$ cat src/rtl/wrp_pkg.sv
package wrp_pkg;
    typedef enum logic [2:0] {
        ST_IDLE,
        ST_FILL_LO,
        ST_FILL_HI,
        ST_SEND,
        ST_FINISH
    } wrp_state_e;
endpackage

$ cat src/rtl/wrp_countdown.sv
module wrp_countdown #(
    parameter int CNT_W = 16
) (
    input  logic             clk,
    input  logic             rst_n,
    input  logic             load,
    input  logic [CNT_W-1:0] load_val,
    input  logic             dec,
    output logic [CNT_W-1:0] remaining,
    output logic             is_last,
    output logic             is_empty
);
    localparam logic [CNT_W-1:0] ONE = {{(CNT_W-1){1'b0}}, 1'b1};

    always_ff @(posedge clk) begin
        if (!rst_n)
            remaining <= '0;
        else if (load)
            remaining <= load_val;
        else if (dec)
            remaining <= remaining - ONE;
    end

    assign is_last  = (remaining == ONE);
    assign is_empty = (remaining == '0);

    AST_NO_UNDERFLOW: assert property (@(posedge clk) disable iff (!rst_n)
        dec |-> (remaining != '0));
endmodule

$ cat src/rtl/wrp_residue_latch.sv
module wrp_residue_latch #(
    parameter int BYTE_W = 8
) (
    input  logic              clk,
    input  logic              rst_n,
    input  logic              store,
    input  logic [BYTE_W-1:0] store_byte,
    input  logic              consume,
    output logic [BYTE_W-1:0] held_byte,
    output logic              held_flag
);
    always_ff @(posedge clk) begin
        if (!rst_n) begin
            held_flag <= 1'b0;
            held_byte <= '0;
        end else if (store) begin
            held_flag <= 1'b1;
            held_byte <= store_byte;
        end else if (consume) begin
            held_flag <= 1'b0;
        end
    end

    AST_STORE_CONSUME_EXCL: assert property (@(posedge clk) disable iff (!rst_n)
        !(store && consume));
endmodule

$ cat src/rtl/wrp_word_builder.sv
module wrp_word_builder #(
    parameter int BYTE_W = 8,
    localparam int WORD_W = 2 * BYTE_W
) (
    input  logic              clk,
    input  logic              rst_n,
    input  logic              lo_we,
    input  logic [BYTE_W-1:0] lo_d,
    input  logic              hi_we,
    input  logic [BYTE_W-1:0] hi_d,
    output logic [WORD_W-1:0] word
);
    logic [BYTE_W-1:0] lo_q, hi_q;

    always_ff @(posedge clk) begin
        if (!rst_n) begin
            lo_q <= '0;
            hi_q <= '0;
        end else begin
            if (lo_we) lo_q <= lo_d;
            if (hi_we) hi_q <= hi_d;
        end
    end

    assign word = {hi_q, lo_q};
endmodule

$ cat src/rtl/wide_residue_packer.sv
module wide_residue_packer #(
    parameter int CNT_W  = 16,
    parameter int BYTE_W = 8,
    localparam int WORD_W = 2 * BYTE_W
) (
    input  logic              clk,
    input  logic              rst_n,
    input  logic              cmd_start,
    input  logic [CNT_W-1:0]  cmd_count,
    input  logic              cmd_chain,
    output logic              cmd_done,
    input  logic              in_valid,
    input  logic [BYTE_W-1:0] in_data,
    output logic              in_ready,
    output logic              out_valid,
    output logic [WORD_W-1:0] out_data,
    input  logic              out_ready,
    output logic              residue_flag
);
    import wrp_pkg::*;

    wrp_state_e state, state_nx;
    logic chain_q;

    logic              cnt_load, cnt_dec, cnt_last, cnt_empty;
    logic [CNT_W-1:0]  cnt_rem;
    logic              res_store, res_consume;
    logic [BYTE_W-1:0] res_byte;
    logic              lo_we, hi_we;
    logic [BYTE_W-1:0] lo_d, hi_d;
    logic              take, give, start_ok;

    assign take     = in_ready && in_valid;
    assign give     = out_valid && out_ready;
    assign start_ok = (state == ST_IDLE) && cmd_start;

    // state register
    always_ff @(posedge clk) begin
        if (!rst_n) begin
            state   <= ST_IDLE;
            chain_q <= 1'b0;
        end else begin
            state <= state_nx;
            if (start_ok) chain_q <= cmd_chain;
        end
    end

    // next-state decode
    always_comb begin
        state_nx = state;
        unique case (state)
            ST_IDLE: if (cmd_start) begin
                if (cmd_count == '0)   state_nx = ST_FINISH;
                else if (residue_flag) state_nx = ST_FILL_HI;
                else                   state_nx = ST_FILL_LO;
            end
            ST_FILL_LO: if (take) begin
                if (!cnt_last)    state_nx = ST_FILL_HI;
                else if (chain_q) state_nx = ST_FINISH;
                else              state_nx = ST_SEND;
            end
            ST_FILL_HI: if (take) state_nx = ST_SEND;
            ST_SEND: if (out_ready) state_nx = cnt_empty ? ST_FINISH : ST_FILL_LO;
            ST_FINISH: state_nx = ST_IDLE;
            default: state_nx = ST_IDLE;
        endcase
    end

    // outputs and datapath strobes
    always_comb begin
        in_ready    = (state == ST_FILL_LO) || (state == ST_FILL_HI);
        out_valid   = (state == ST_SEND);
        cmd_done    = (state == ST_FINISH);
        cnt_load    = start_ok;
        cnt_dec     = take;
        res_store   = take && (state == ST_FILL_LO) && cnt_last && chain_q;
        res_consume = take && (state == ST_FILL_HI) && residue_flag;
        lo_we       = 1'b0;
        lo_d        = in_data;
        hi_we       = 1'b0;
        hi_d        = in_data;
        if (start_ok && residue_flag) begin
            lo_we = 1'b1;
            lo_d  = res_byte;
        end
        if (take && state == ST_FILL_LO) begin
            lo_we = 1'b1;
            hi_we = 1'b1;
            hi_d  = '0;
        end
        if (take && state == ST_FILL_HI)
            hi_we = 1'b1;
    end

    wrp_countdown #(.CNT_W(CNT_W)) u_cnt (
        .clk(clk), .rst_n(rst_n), .load(cnt_load), .load_val(cmd_count),
        .dec(cnt_dec), .remaining(cnt_rem), .is_last(cnt_last), .is_empty(cnt_empty)
    );

    wrp_residue_latch #(.BYTE_W(BYTE_W)) u_res (
        .clk(clk), .rst_n(rst_n), .store(res_store), .store_byte(in_data),
        .consume(res_consume), .held_byte(res_byte), .held_flag(residue_flag)
    );

    wrp_word_builder #(.BYTE_W(BYTE_W)) u_word (
        .clk(clk), .rst_n(rst_n), .lo_we(lo_we), .lo_d(lo_d),
        .hi_we(hi_we), .hi_d(hi_d), .word(out_data)
    );

    AST_OUT_HOLD: assert property (@(posedge clk) disable iff (!rst_n)
        (out_valid && !out_ready) |=> (out_valid && $stable(out_data)));
    AST_DONE_ONE_CYCLE: assert property (@(posedge clk) disable iff (!rst_n)
        cmd_done |=> !cmd_done);
    AST_FLAG_RISE_AT_DONE: assert property (@(posedge clk) disable iff (!rst_n)
        $rose(residue_flag) |-> cmd_done);
    AST_FLAG_FALL_ON_TAKE: assert property (@(posedge clk) disable iff (!rst_n)
        $fell(residue_flag) |-> $past(in_valid && in_ready));
    AST_NO_READY_WHEN_EMPTY: assert property (@(posedge clk) disable iff (!rst_n)
        in_ready |-> (cnt_rem != '0));
    AST_NO_START_BUSY: assert property (@(posedge clk) disable iff (!rst_n)
        (state == ST_SEND && cmd_start && !out_ready) |=> out_valid);
endmodule

$ cat config.mk
export PLATFORM = sky130hd
export DESIGN_NAME = wide_residue_packer
export DESIGN_NICKNAME = d
export VERILOG_FILES = /design/src/rtl/wrp_pkg.sv /design/src/rtl/wrp_countdown.sv /design/src/rtl/wrp_residue_latch.sv /design/src/rtl/wrp_word_builder.sv /design/src/rtl/wide_residue_packer.sv
export SDC_FILE = /design/constraint.sdc
export NUM_CORES = 1
export LEC_CHECK = 0
export BUFFER_PORTS_ARGS = -buffer_cell sky130_fd_sc_hd__clkbuf_2
export CAP_MARGIN = 20
export CORE_AREA = 2 2 67 69
export CTS_BUF_LIST = sky130_fd_sc_hd__clkbuf_4
export DETAILED_ROUTE_END_ITERATION = 6
export DIE_AREA = 0 0 69 71
export GPL_TIMING_DRIVEN = 1
export PLACE_DENSITY = 0.79
export SYNTH_ARGS = -nofsm -noshare
export SYNTH_HDL_FRONTEND = slang
export SYNTH_SLANG_ARGS = --single-unit
$ cat constraint.sdc
create_clock -name clk -period 1.89 [get_ports clk]
set_input_delay 0.189 -clock clk [delete_from_list [all_inputs] [get_ports clk]]
set_output_delay 0.189 -clock clk [all_outputs]
set_load 0.01 [all_outputs]
==> out/qor.txt <==
Reg power frac -> 43.9%
Critical Path Fanout Max -> 9
share of cells above drive strength 1 -> 28.5%
CP max-delay cell -> nor4_4
Die Area -> 4900 µm²
diodes inserted -> 0
count of cell types in the netlist -> 43
Pre-Repair DR Iteration Count -> 4
Final Critical Period -> 1.80 ns
Final #Nets -> 350
non-filler cells, final -> 371
height of the die -> 71 µm
Post-DRT Antenna Nets -> 0
Post-synth EDFFs -> 0
largest net degree at the start of global routing -> 33
Comb power frac -> 33.5%
first-pass GRT wire length -> 9.39 mm
grt ovf -> 0
Root Driver -> clkbuf_4
Clk pwr share -> 22.6%
Core ar. -> 4200 µm²
Tcrit/Tclk final -> 95.0%
GRT Overall Usage -> 23.5%
Switching Share -> 34.6%
GP Congestion -> 0.925
Final Util -> 64.2%
CTS tree -> built
HP Class -> input pin to flip-flop
Syn Nets -> 291
Synth top area share -> 40.5%
latest clock arrival within the worst-skew pair -> 0.36 ns
critical path type -> flip-flop to flip-flop
starting density of the core -> 52.9%
Critical Path, Cell by Cell -> nor4_4 > and2_2 > and4_4 > mux2i_1 > nor2_1
Synth Flop Type -> dfxtp_1
f_max -> 557 MHz
Psw -> 0.893 mW
Post-Synthesis Cells -> 259
max cap viols -> 0
Max-slew headroom -> 74.9%
Row Count -> 24
Critical Path RT -> 2.14 ns
Final TNS setup -> 0 ns
leakage -> 1.06 nW
hold-fix buffer count after cts -> 0
Finished Cell Area -> 2700 µm²
sequential area share after synthesis -> 40.5%
Worst Tran Pin Value -> 0.374 ns
chip width -> 69 µm
Setup WS post-layout -> 0.0946 ns
CP endpoint kind -> flip-flop
violation count after the first detailed-route iteration -> 225
clock sink total -> 45
vias per cell -> 5.93
Residual DRC -> 0
Inst Count DP -> 361
hold slack -> 0.0376 ns
CP Launch Type -> flip-flop
WP data arrival -> 2.04 ns
fillers -> 391
Final Hold Viols -> 0
status -> finished clean
via count -> 2200
RSZ-0062 raised after global routing -> false
Worst-path clk slew -> 0.14 ns
Inserted Clock Buffers -> 5
area grow syn2layout -> 21.3%
CTS max path bufs -> 2
Pint -> 1.69 mW
DP Area -> 2570 µm²
I/O pin count -> 50
Yosys reg bits -> 45
IO Port Bufs -> 49
Max H-tree Level -> 2
peak supply drop -> 0.000626 V
Synth Cell Area -> 2220 µm²
WL/cell -> 15.2 µm
Ys Warns -> 0
async set or reset register ratio after synthesis -> 0%
fin. max-slew vios -> 0
drt total wl -> 5.64 mm
post-synthesis area per instance -> 8.59 µm²
number of antenna violations at the first check in global routing -> 0
vias in the first global route -> 1989
clk_skew -> 0.0169 ns
slowest stage delay, CP -> 0.41 ns
ranking of synthesized cells by area -> dfxtp_1 (40%), a22oi_1 (6.7%), a21oi_1 (6.3%), nor2_1 (5.7%), mux2i_1 (4.9%)
Final Setup Violations -> 0
hpwl dp -> 4.09 mm
Setup WS pre-CTS -> 0.0715 ns
Power Density -> 956 nW/µm²
Synth area leader -> dfxtp_1
Tot Pwr -> 2.58 mW
-- path summary, 6_finish.rpt --
check                           from                  to  slack, ns  depth (start not counted)
hold reg to reg       u_word.lo_q[5]      u_word.lo_q[5]       0.47                          2
setup reg to reg  u_cnt.remaining[4]  u_res.held_byte[6]       0.09                          5
hold / removal             cmd_chain             chain_q       0.04                          3
setup / recovery  u_cnt.remaining[4]  u_res.held_byte[6]       0.09                          5
-- area by class of cell --
class | instances | area, µm² | area share [%]
timing repair buffer | 65 | 378 | 14.0
clock buffer | 5 | 37.5 | 1.39
clock inverter | 3 | 41.3 | 1.53
tap | 52 | 65.1 | 2.41
sequential | 45 | 902 | 33.4
inverter | 7 | 26.3 | 0.974
multi-input combinational | 194 | 1250 | 46.3
-- layout by cell type, fill, tap and decap left out, types with 4 or more instances in the layout --
| cell | count |
|---|---|
| clkbuf_2 | 49 |
| dfxtp_1 | 44 |
| nor2_1 | 32 |
| a21oi_1 | 28 |
| a22oi_1 | 20 |
| nand2_1 | 19 |
| buf_4 | 15 |
| mux2i_1 | 11 |
| o21ai_0 | 11 |
| inv_1 | 7 |
| xnor2_1 | 5 |
| nor4_1 | 5 |
| a31oi_1 | 5 |
| clkbuf_4 | 5 |
| nor2b_1 | 4 |
| and3_1 | 4 |
-- kinds of logic (layout without fill, tap and decap cells) --
logic type	after synthesis	in the layout	synth area share, %
multiplexers	11	11	4.95
buffers and inverters	20	80	4.67
XOR/XNOR	7	7	3.09
AND/OR/NAND/NOR	100	100	24.9
adder cells (fa/ha/maj)	2	2	1.12
flip-flops	45	45	40.5
AO/OA/AOI/OAI	74	74	20.8
-- repair_timing --
item | CTS | global route
gates resized for setup | 0 | 8
endpoints found under the setup margin | 0 | 24
setup buffers | 0 | 2
-- synth_stat cells (3+ instances only) --
cell type and instances:
buf_2 4, nor3b_1 3, nor2_1 34, clkbuf_1 6
nor4_1 6, nor3_1 5, nand3_1 4, and3_1 4
inv_1 7, dfxtp_1 45, o21ai_0 11, a21oi_1 28
mux2i_1 11, nand2_1 20, nand4_1 3, a31oi_1 5
a221oi_1 3, nor2b_1 4, a22oi_1 20, xnor2_1 5
-- state kept, by name, summed over array words and instances (netlist names) --
name / cells
u_cnt.remaining: 16
u_res.held_byte: 8
u_word.hi_q: 8
u_word.lo_q: 8
state: 3
chain_q: 1
u_res.held_flag: 1
-- power groups by stage --
stage	sequential [mW]	clock (mW)	combinational (mW)
floorplan	1.14	0	0.539
global placement	1.14	0	0.794
detailed placement	1.15	0	0.801
CTS	1.13	0.596	0.806
global route	1.15	0.635	0.946
finish	1.13	0.583	0.865
-- critical path: cells and delay by family (launching register included) --
kind,cells,cell delay [ns]
and+or+nand+nor,4,1.11
muxes,1,0.22
DFF,1,0.37
-- routing by layer --
layer  vias up  wire length, µm  global-route usage (%)
met5         -                0                       0
met4         0              102                    8.06
met3        14              356                    4.99
met2        86             2680                    37.7
met1      1027             2500                    31.6
li1       1073                -                       -
No activity file was read; power rests on OpenSTA's default activity.
